==> src/rtl/ds_pkg.sv <==
package ds_pkg;
    typedef enum logic [1:0] {
        DS_HOLD = 2'b00,
        DS_PUSH = 2'b01,
        DS_POP  = 2'b10,
        DS_RSVD = 2'b11
    } ds_op_e;
endpackage

==> src/rtl/ds_regfile.sv <==
module ds_regfile #(
    parameter int WIDTH = 16,
    parameter int DEPTH = 16,
    localparam int PTR_W = $clog2(DEPTH)
) (
    input  logic             clk,
    input  logic             we_i,
    input  logic [PTR_W-1:0] waddr_i,
    input  logic [WIDTH-1:0] wdata_i,
    input  logic [PTR_W-1:0] raddr_i,
    output logic [WIDTH-1:0] rdata_o
);
    logic [WIDTH-1:0] cell_q [DEPTH];

    // one flop row per entry, written only when selected
    for (genvar g = 0; g < DEPTH; g++) begin : g_row
        always_ff @(posedge clk) begin
            if (we_i && (waddr_i == PTR_W'(g))) begin
                cell_q[g] <= wdata_i;
            end
        end
    end

    assign rdata_o = cell_q[raddr_i];
endmodule

==> src/rtl/ds_wport.sv <==
module ds_wport #(
    parameter int WIDTH = 16
) (
    input  logic             clk,
    input  logic             rst,
    input  logic             store_i,
    input  logic [WIDTH-1:0] addr_i,
    input  logic [WIDTH-1:0] data_i,
    output logic             we_o,
    output logic [WIDTH-1:0] addr_o,
    output logic [WIDTH-1:0] data_o
);
    typedef struct packed {
        logic             we;
        logic [WIDTH-1:0] addr;
        logic [WIDTH-1:0] data;
    } wr_t;

    wr_t wr_d, wr_q;

    always_comb begin
        wr_d    = wr_q;
        wr_d.we = store_i;
        if (store_i) begin
            wr_d.addr = addr_i;
            wr_d.data = data_i;
        end
    end

    always_ff @(posedge clk) begin
        if (rst) wr_q <= '0;
        else     wr_q <= wr_d;
    end

    assign we_o   = wr_q.we;
    assign addr_o = wr_q.addr;
    assign data_o = wr_q.data;


    store_launch_chk: assert property (@(posedge clk) disable iff (rst)
        store_i |=> (we_o && addr_o == $past(addr_i) && data_o == $past(data_i)));


    no_store_chk: assert property (@(posedge clk) disable iff (rst)
        !store_i |=> !we_o);
endmodule

==> src/rtl/data_stack.sv <==
module data_stack
    import ds_pkg::*;
#(
    parameter int WIDTH = 16,
    parameter int DEPTH = 16,
    localparam int PTR_W = $clog2(DEPTH)
) (
    input  logic             clk,
    input  logic             rst,
    input  logic [1:0]       op_i,
    input  logic             tos_ld_i,
    input  logic [WIDTH-1:0] val_i,
    input  logic             store_i,
    output logic [WIDTH-1:0] tos_o,
    output logic [WIDTH-1:0] nos_o,
    output logic [PTR_W-1:0] dsp_o,
    output logic             mem_we_o,
    output logic [WIDTH-1:0] mem_addr_o,
    output logic [WIDTH-1:0] mem_wdata_o
);
    typedef struct packed {
        logic [PTR_W-1:0] dsp;
        logic [WIDTH-1:0] tos;
        logic [WIDTH-1:0] nos;
    } core_t;

    core_t            core_d, core_q;
    ds_op_e           op;
    logic             spill_we;
    logic [PTR_W-1:0] spill_idx;
    logic [WIDTH-1:0] refill_val;

    assign op = ds_op_e'(op_i);

    always_comb begin
        core_d    = core_q;
        spill_we  = 1'b0;
        spill_idx = core_q.dsp + 1'b1;
        unique case (op)
            DS_PUSH: begin
                spill_we   = 1'b1;
                core_d.dsp = spill_idx;
                core_d.nos = core_q.tos;
                core_d.tos = val_i;
            end
            DS_POP: begin
                core_d.dsp = core_q.dsp - 1'b1;
                core_d.nos = refill_val;
                core_d.tos = tos_ld_i ? val_i : core_q.nos;
            end
            default: begin
                if (tos_ld_i) core_d.tos = val_i;
            end
        endcase
    end

    always_ff @(posedge clk) begin
        if (rst) core_q <= '0;
        else     core_q <= core_d;
    end

    ds_regfile #(.WIDTH(WIDTH), .DEPTH(DEPTH)) u_cells (
        .clk     (clk),
        .we_i    (spill_we),
        .waddr_i (spill_idx),
        .wdata_i (core_q.nos),
        .raddr_i (core_q.dsp),
        .rdata_o (refill_val)
    );

    ds_wport #(.WIDTH(WIDTH)) u_wport (
        .clk     (clk),
        .rst     (rst),
        .store_i (store_i),
        .addr_i  (core_q.tos),
        .data_i  (core_q.nos),
        .we_o    (mem_we_o),
        .addr_o  (mem_addr_o),
        .data_o  (mem_wdata_o)
    );

    assign tos_o = core_q.tos;
    assign nos_o = core_q.nos;
    assign dsp_o = core_q.dsp;


    reset_clear_chk: assert property (@(posedge clk) disable iff (rst)
        $past(rst) |-> (dsp_o == '0 && tos_o == '0 && nos_o == '0 && !mem_we_o));


    push_move_chk: assert property (@(posedge clk) disable iff (rst)
        (!$past(rst) && $past(op_i) == 2'b01)
        |-> (tos_o == $past(val_i) && nos_o == $past(tos_o) && dsp_o == $past(dsp_o) + 1'b1));


    pop_move_chk: assert property (@(posedge clk) disable iff (rst)
        (!$past(rst) && $past(op_i) == 2'b10 && !$past(tos_ld_i))
        |-> (tos_o == $past(nos_o) && dsp_o == $past(dsp_o) - 1'b1));


    hold_keep_chk: assert property (@(posedge clk) disable iff (rst)
        (!$past(rst) && ($past(op_i) == 2'b00 || $past(op_i) == 2'b11))
        |-> ($stable(dsp_o) && $stable(nos_o)));


    fused_drop_chk: assert property (@(posedge clk) disable iff (rst)
        (!$past(rst) && $past(store_i) && $past(op_i) == 2'b10 && !$past(tos_ld_i))
        |-> (mem_wdata_o == tos_o && mem_addr_o == $past(tos_o)));


    prior_move_chk: assert property (@(posedge clk) disable iff (rst)
        (!$past(rst) && !$past(rst, 2) && $past(store_i) && $past(op_i, 2) != 2'b00)
        |-> (mem_addr_o == $past(tos_o) && mem_wdata_o == $past(nos_o)));
endmodule

==> config.mk <==
export PLATFORM = sky130hd
export DESIGN_NAME = data_stack
export DESIGN_NICKNAME = d
export VERILOG_FILES = /design/src/rtl/ds_pkg.sv /design/src/rtl/ds_regfile.sv /design/src/rtl/ds_wport.sv /design/src/rtl/data_stack.sv
export SDC_FILE = /design/constraint.sdc
export NUM_CORES = 1
export LEC_CHECK = 0
export BUFFER_PORTS_ARGS = -buffer_cell sky130_fd_sc_hd__buf_2
export CAP_MARGIN = 20
export CORE_ASPECT_RATIO = 1.5
export CORE_MARGIN = 5
export CORE_UTILIZATION = 50
export CTS_CLUSTER_SIZE = 12
export DETAILED_ROUTE_END_ITERATION = 7
export PLACE_DENSITY = 0.71
export SYNTH_ARGS = -nofsm -noshare
export SYNTH_HDL_FRONTEND = slang
export SYNTH_SLANG_ARGS = --single-unit
==> constraint.sdc <==
create_clock -name clk -period 2.5 [get_ports clk]
set_clock_uncertainty 0.15 [all_clocks]
set_input_delay 0.375 -clock clk [delete_from_list [all_inputs] [get_ports clk]]
set_output_delay 0.375 -clock clk [all_outputs]
set_load 0.02 [all_outputs]
# Yosys cells after proc, flatten, opt, wreduce, memory -nomap -nowiden
# Memory sizes are Yosys's and may differ from the RTL's. A register that Yosys moved wholly into a read port is not among the register bits.
# Index checks and enable logic that the tools add are counted.
[totals]
regBits = 69
mem_bits_rw = 256
elab_cells = 145
inputBits = 22
out_inout_bits = 69
memories = 1
[classes]
mux = 85
n_eq_ne = 17
n_addsub = 2
reduce_logical = 34
[memory_table]
columns = ["memory", "depth", "width", "rd", "rd_ports_with_merged_regs", "wr", "line_no", "rtl"]
rows = [
  ["u_cells.cell_q", 16, 16, 1, 1, 1, "ds_regfile.sv:13", "logic [WIDTH-1:0] cell_q [DEPTH];"],
]
[op_table]
columns = ["operator", "count"]
rows = [
  ["16-bit two-way mux", 17],
  ["16-bit OR reduction", 15],
  ["4-bit two-way mux", 17],
  ["16-bit case mux with 2 select lines", 2],
  ["1-bit two-way mux", 48],
  ["4-bit == test, second input constant", 8],
  ["4-bit by 3-bit == test with 1-bit output, second input constant", 4],
  ["1-bit logical AND", 16],
  ["4-bit by 2-bit == test with 1-bit output, second input constant", 2],
  ["4-bit case mux with 2 select lines", 1],
  ["4-bit by 1-bit adder with 4-bit output, second input constant", 1],
  ["4-bit by 1-bit == test with 1-bit output, second input constant", 1],
  ["4-bit logical NOT", 1],
  ["4-bit by 1-bit subtractor with 4-bit output, second input constant", 1],
  ["3-bit nonzero test", 1],
  ["2-bit by 1-bit == test with 1-bit output, second input constant", 1],
  ["2-bit == test, second input constant", 1],
  ["2-bit nonzero test", 1],
]

# Longest topological paths before layout
[depth]
depth_word = 21
mapped_depth = 8
depth_no_buf = 6

# Modules after synthesis
# Synthesis repeated with hierarchy kept, for this count alone.
[hier_totals]
hier_cells = 696
area_unflattened_um2 = 12708.4
[modules_own_cells]
columns = ["module", "instances", "seq_area_each_um2", "cells_per_inst", "area_each_um2"]
rows = [
  ["ds_regfile", 1, 7687.4, 416, 9768.1],
  ["data_stack", 1, 720.7, 174, 1737.9],
  ["ds_wport", 1, 660.6, 106, 1202.4],
]

# Worst setup path before layout
# No wires, ideal clock.
[synth_path]
path_type = "reg-to-reg"
startpoint = "register core_q, in the netlist dsp_o[0]"
endpoint = "memory u_cells.cell_q[3][0], enable pin"
stages_incl_launch_ff = 6
arrival_time_ps = 2088
slack_ps = -128
path_cell_list = "dfxtp_1 ha_1 and2_1 a21o_1 o2bb2ai_1 nor2b_1"
[synth_via]
elab_chain_cells = 21
word_cells_on_any_way = 110
classes_between = "1 x add/sub; 15 x eq/ne; 62 x mux; 32 x reduce/logical"
[synth_rtl]
columns = ["element", "line_no", "rtl"]
rows = [
  ["from (decl)", "data_stack.sv:27", "core_t core_d, core_q;"],
  ["from (signal assigned)", "data_stack.sv:59", "else core_q <= core_d;"],
  ["4-bit by 1-bit adder with 4-bit output *", "data_stack.sv:38", "spill_idx = core_q.dsp + 1'b1;"],
  ["4-bit by 1-bit == test with 1-bit output", "ds_regfile.sv:18", "if (we_i && (waddr_i == PTR_W'(g))) begin"],
  ["1-bit logical AND", "ds_regfile.sv:18", ""],
  ["1-bit two-way mux", "ds_regfile.sv:18", ""],
  ["1-bit two-way mux (not written as such)", "ds_regfile.sv:19", "cell_q[g] <= wdata_i;"],
  ["16-bit OR reduction (no line)", "n/a", ""],
  ["4-bit two-way mux (no line) / 1-bit two-way mux (equally long branches) (15 in a row)", "n/a", ""],
  ["to (decl)", "ds_regfile.sv:13", ""],
]
# Every way passes the cells marked *; elsewhere a longest branch is shown, timed or not.

# Final worst setup path
[layout_path]
startpoint = "register core_q, in the netlist dsp_o[0]"
endpoint = "memory u_cells.cell_q[12][1], enable pin"
# Same word-level chain as after synthesis.

==> impl_metrics.yaml <==
cts:
  clk_latency_ns: 0.56
  cts_resized: 0
  cts_buffers: 31
  path_clk_slew_ns: 0.06
  clockBufferDepth: 3
  cts_hold_buf: 12
  clock-root-buffer: "clkbuf_16"
  cts-htree-levels: 1
  tritoncts: "done"
  cts_setup_buffers: 0
  cts_sinks: 329
detailed_routing:
  top_layer: "met4"
  num_vias: 7176
  wl_per_cell_um: 22.5
  met1_length_mm: 10.8
  drt_iter0_drc: 506
  ant_nets: 0
  firstDrtPassIters: 4
  viasPerCell: 5.67
  drt_wl_total_mm: 28.4
  drc: 0
  wl_met2_mm: 15.0
  dr_wl_met3_mm: 1.88
floorplan:
  die_w_um: 141
  core_um2: 25700
  pin_count: 91
  die_area_um2: 29200
  die_h_um: 207
  start_util: 0.503
  rows: 72
placement:
  hpwl_mm: 19.0
  gp_congestion: 0.808
  io_buffers: 90
  dp.cells: 1195
  placed_area_um2: 14100
global_routing:
  grt_pass1_vias: 7405
  grt_pass1_wl_mm: 44.0
  gr-usage-all-layers: 0.199
  grt_max_degree: 66
  antenna_found_initial: 0
  globalRouteOverflowTotal: 0
power:
  p_leak_uw: 0.00560
  total_power_uw: 12000
  cellPowerDensity_nw_per_um2: 789
  ir_drop_mv: 0.632
  p_clk_frac: 0.359
  p_comb_frac: 0.120
  power_frac_seq: 0.521
  switching_share: 0.235
  internal-power_uw: 9160
  p_sw_uw: 2820
synth:
  syn_nets: 783
  synthArstFlopShare: 0
  synth_cells: 753
  synth_edf_count: 256
  synth_ff_type: "edfxtp_1"
  synth.avg_cell_area_um2: 17.1
  synth_seq_cells: 329
  seq_area_frac_synth: 0.709
  yosys_warnings: 0
  syn_area_um2: 12900
  yosysUniqueCellTypes: 39
worst_setup_path:
  critPathKind: "reg2reg"
  start_kind: "register"
  crit_arrival_ns: 2.39
  end_kind: "register"
  crit_chain: "ha_1 -> nor2b_1 -> a21oi_1 -> a2bb2oi_1 -> nor2_2"
  cp_top_family: "simple AND/OR/NAND/NOR gates"
  required_ns: 2.52
  critical_path_buf_inv_count: 0
  cp_slowest_cell: "nor2_2"
  path_max_fanout: 16
  rrSetupSlack_ns: 0.14
  critPathMaxStageDelay_ns: 0.84
min_path:
  hold_path_class: "in2reg"
run_status:
  outcome: "complete, no violations"
layout:
  layout_common_cells: "edfxtp_1 (256), buf_2 (90), dfxtp_1 (71)"
  layout_commonest_cell: "edfxtp_1"
  areaGrowthSynthToFinish_pct: 17.5
  multi_input_area_um2: 3460
  seqCellArea_um2: 9150
  drive_above_1_share: 0.306
  final_cells: 1265
  final_nets: 937
  diodes: 0
  fill_cells: 1858
  final_area_um2: 15200
sta:
  slew-limit-headroom: 0.281
  timing.final.crit_share: 0.945
  finalSetupViolCount: 0
  drv_slew: 0
  fin_crit_ns: 2.36
  rsz0062_at_grt: "false"
  setup_tns_ns: 0
  worst_slew_pin_slew_ns: 1.08
  max_freq_mhz: 423
  finalHoldViolCount: 0
flow_run:
  max_cap_viol_count: 0
## metrics by stage
stage / utilization / worst slack [ns] / hold slack [ns]
finish: 0.591 / 0.138 / 0.0224
global route: 0.591 / 0.0145 / 0.0514
CTS: 0.591 / 0.115 / 0.00161
detailed placement: 0.551 / 0.156 / 0.328
global placement: 0.550 / 0.0686 / 0.318
floorplan: - / -0.0720 / 0.433
## worst paths after layout
path | endpoint | cells past startpoint | from
max reg2reg | u_cells.cell_q[12][1] | 5 | dsp_o[0]
max | u_cells.cell_q[12][1] | 5 | dsp_o[0]
min reg2reg | u_wport.data_o[6] | 2 | u_wport.data_o[6]
min | tos_o[2] | 3 | val_i[2]
## metal layers
layer | global-route usage | vias to the layer above
met4 | 0.0654 | 0
met2 | 0.353 | 267
met1 | 0.251 | 3647
li1 | - | 3226
met3 | 0.0293 | 36
met5 | 0 | -
## cell usage after synthesis (5+ instances only)
master	instances	area [µm²]
edfxtp_1	256	7690
nor2_1	77	289
dfxtp_1	73	1460
mux2i_1	61	611
mux4_2	60	1350
nand2_1	33	124
clkbuf_1	20	75.1
inv_1	18	67.6
a211oi_1	17	128
a21o_1	17	128
a22oi_1	17	128
buf_2	14	70.1
o32ai_1	12	105
nor2b_1	9	56.3
a22oi_2	8	100
ha_1	8	100
a21oi_1	7	35.0
buf_6	5	56.3
## power groups by stage
| stage | Clock, µW | Combinational, µW | Sequential [µW] |
|---|---|---|---|
| finish | 4300 | 1440 | 6240 |
| global route | 4630 | 1560 | 6260 |
| CTS | 4380 | 1460 | 6240 |
| detailed placement | 0 | 1440 | 6360 |
| global placement | 0 | 1420 | 6350 |
| floorplan | 0 | 877 | 6420 |
## registers in the layout (all words and copies together), names as in the netlist, named ones only
signal,cells
nos_o,16
u_wport.data_o,16
u_cells.cell_q,256
dsp_o,4
u_wport.we_o,1
u_wport.addr_o,16
tos_o,16
## worst min-delay path, cell delays in order
cell and delay, ns:
buf_2 0.10, mux2i_1 0.13, a211oi_1 0.09
## cell families (layout without fill, tap and decap cells)
group,Yosys count,after routing,share of synthesized area
mux,121,121,0.152
buf+inv,66,245,0.0268
flops,329,329,0.709
fa+ha+maj,8,8,0.00775
xor+xnor,3,3,0.00204
compound gates,94,94,0.0592
simple gates,132,132,0.0437
## layout make-up
cell class                 count  area share
timing repair buffer         169      0.0768
sequential                   329       0.603
clock inverter                 2     0.00256
inverter                      18     0.00445
tap                          333      0.0275
clock buffer                  56      0.0575
multi-input combinational    358       0.228
Power figures use the tool's default switching activity.
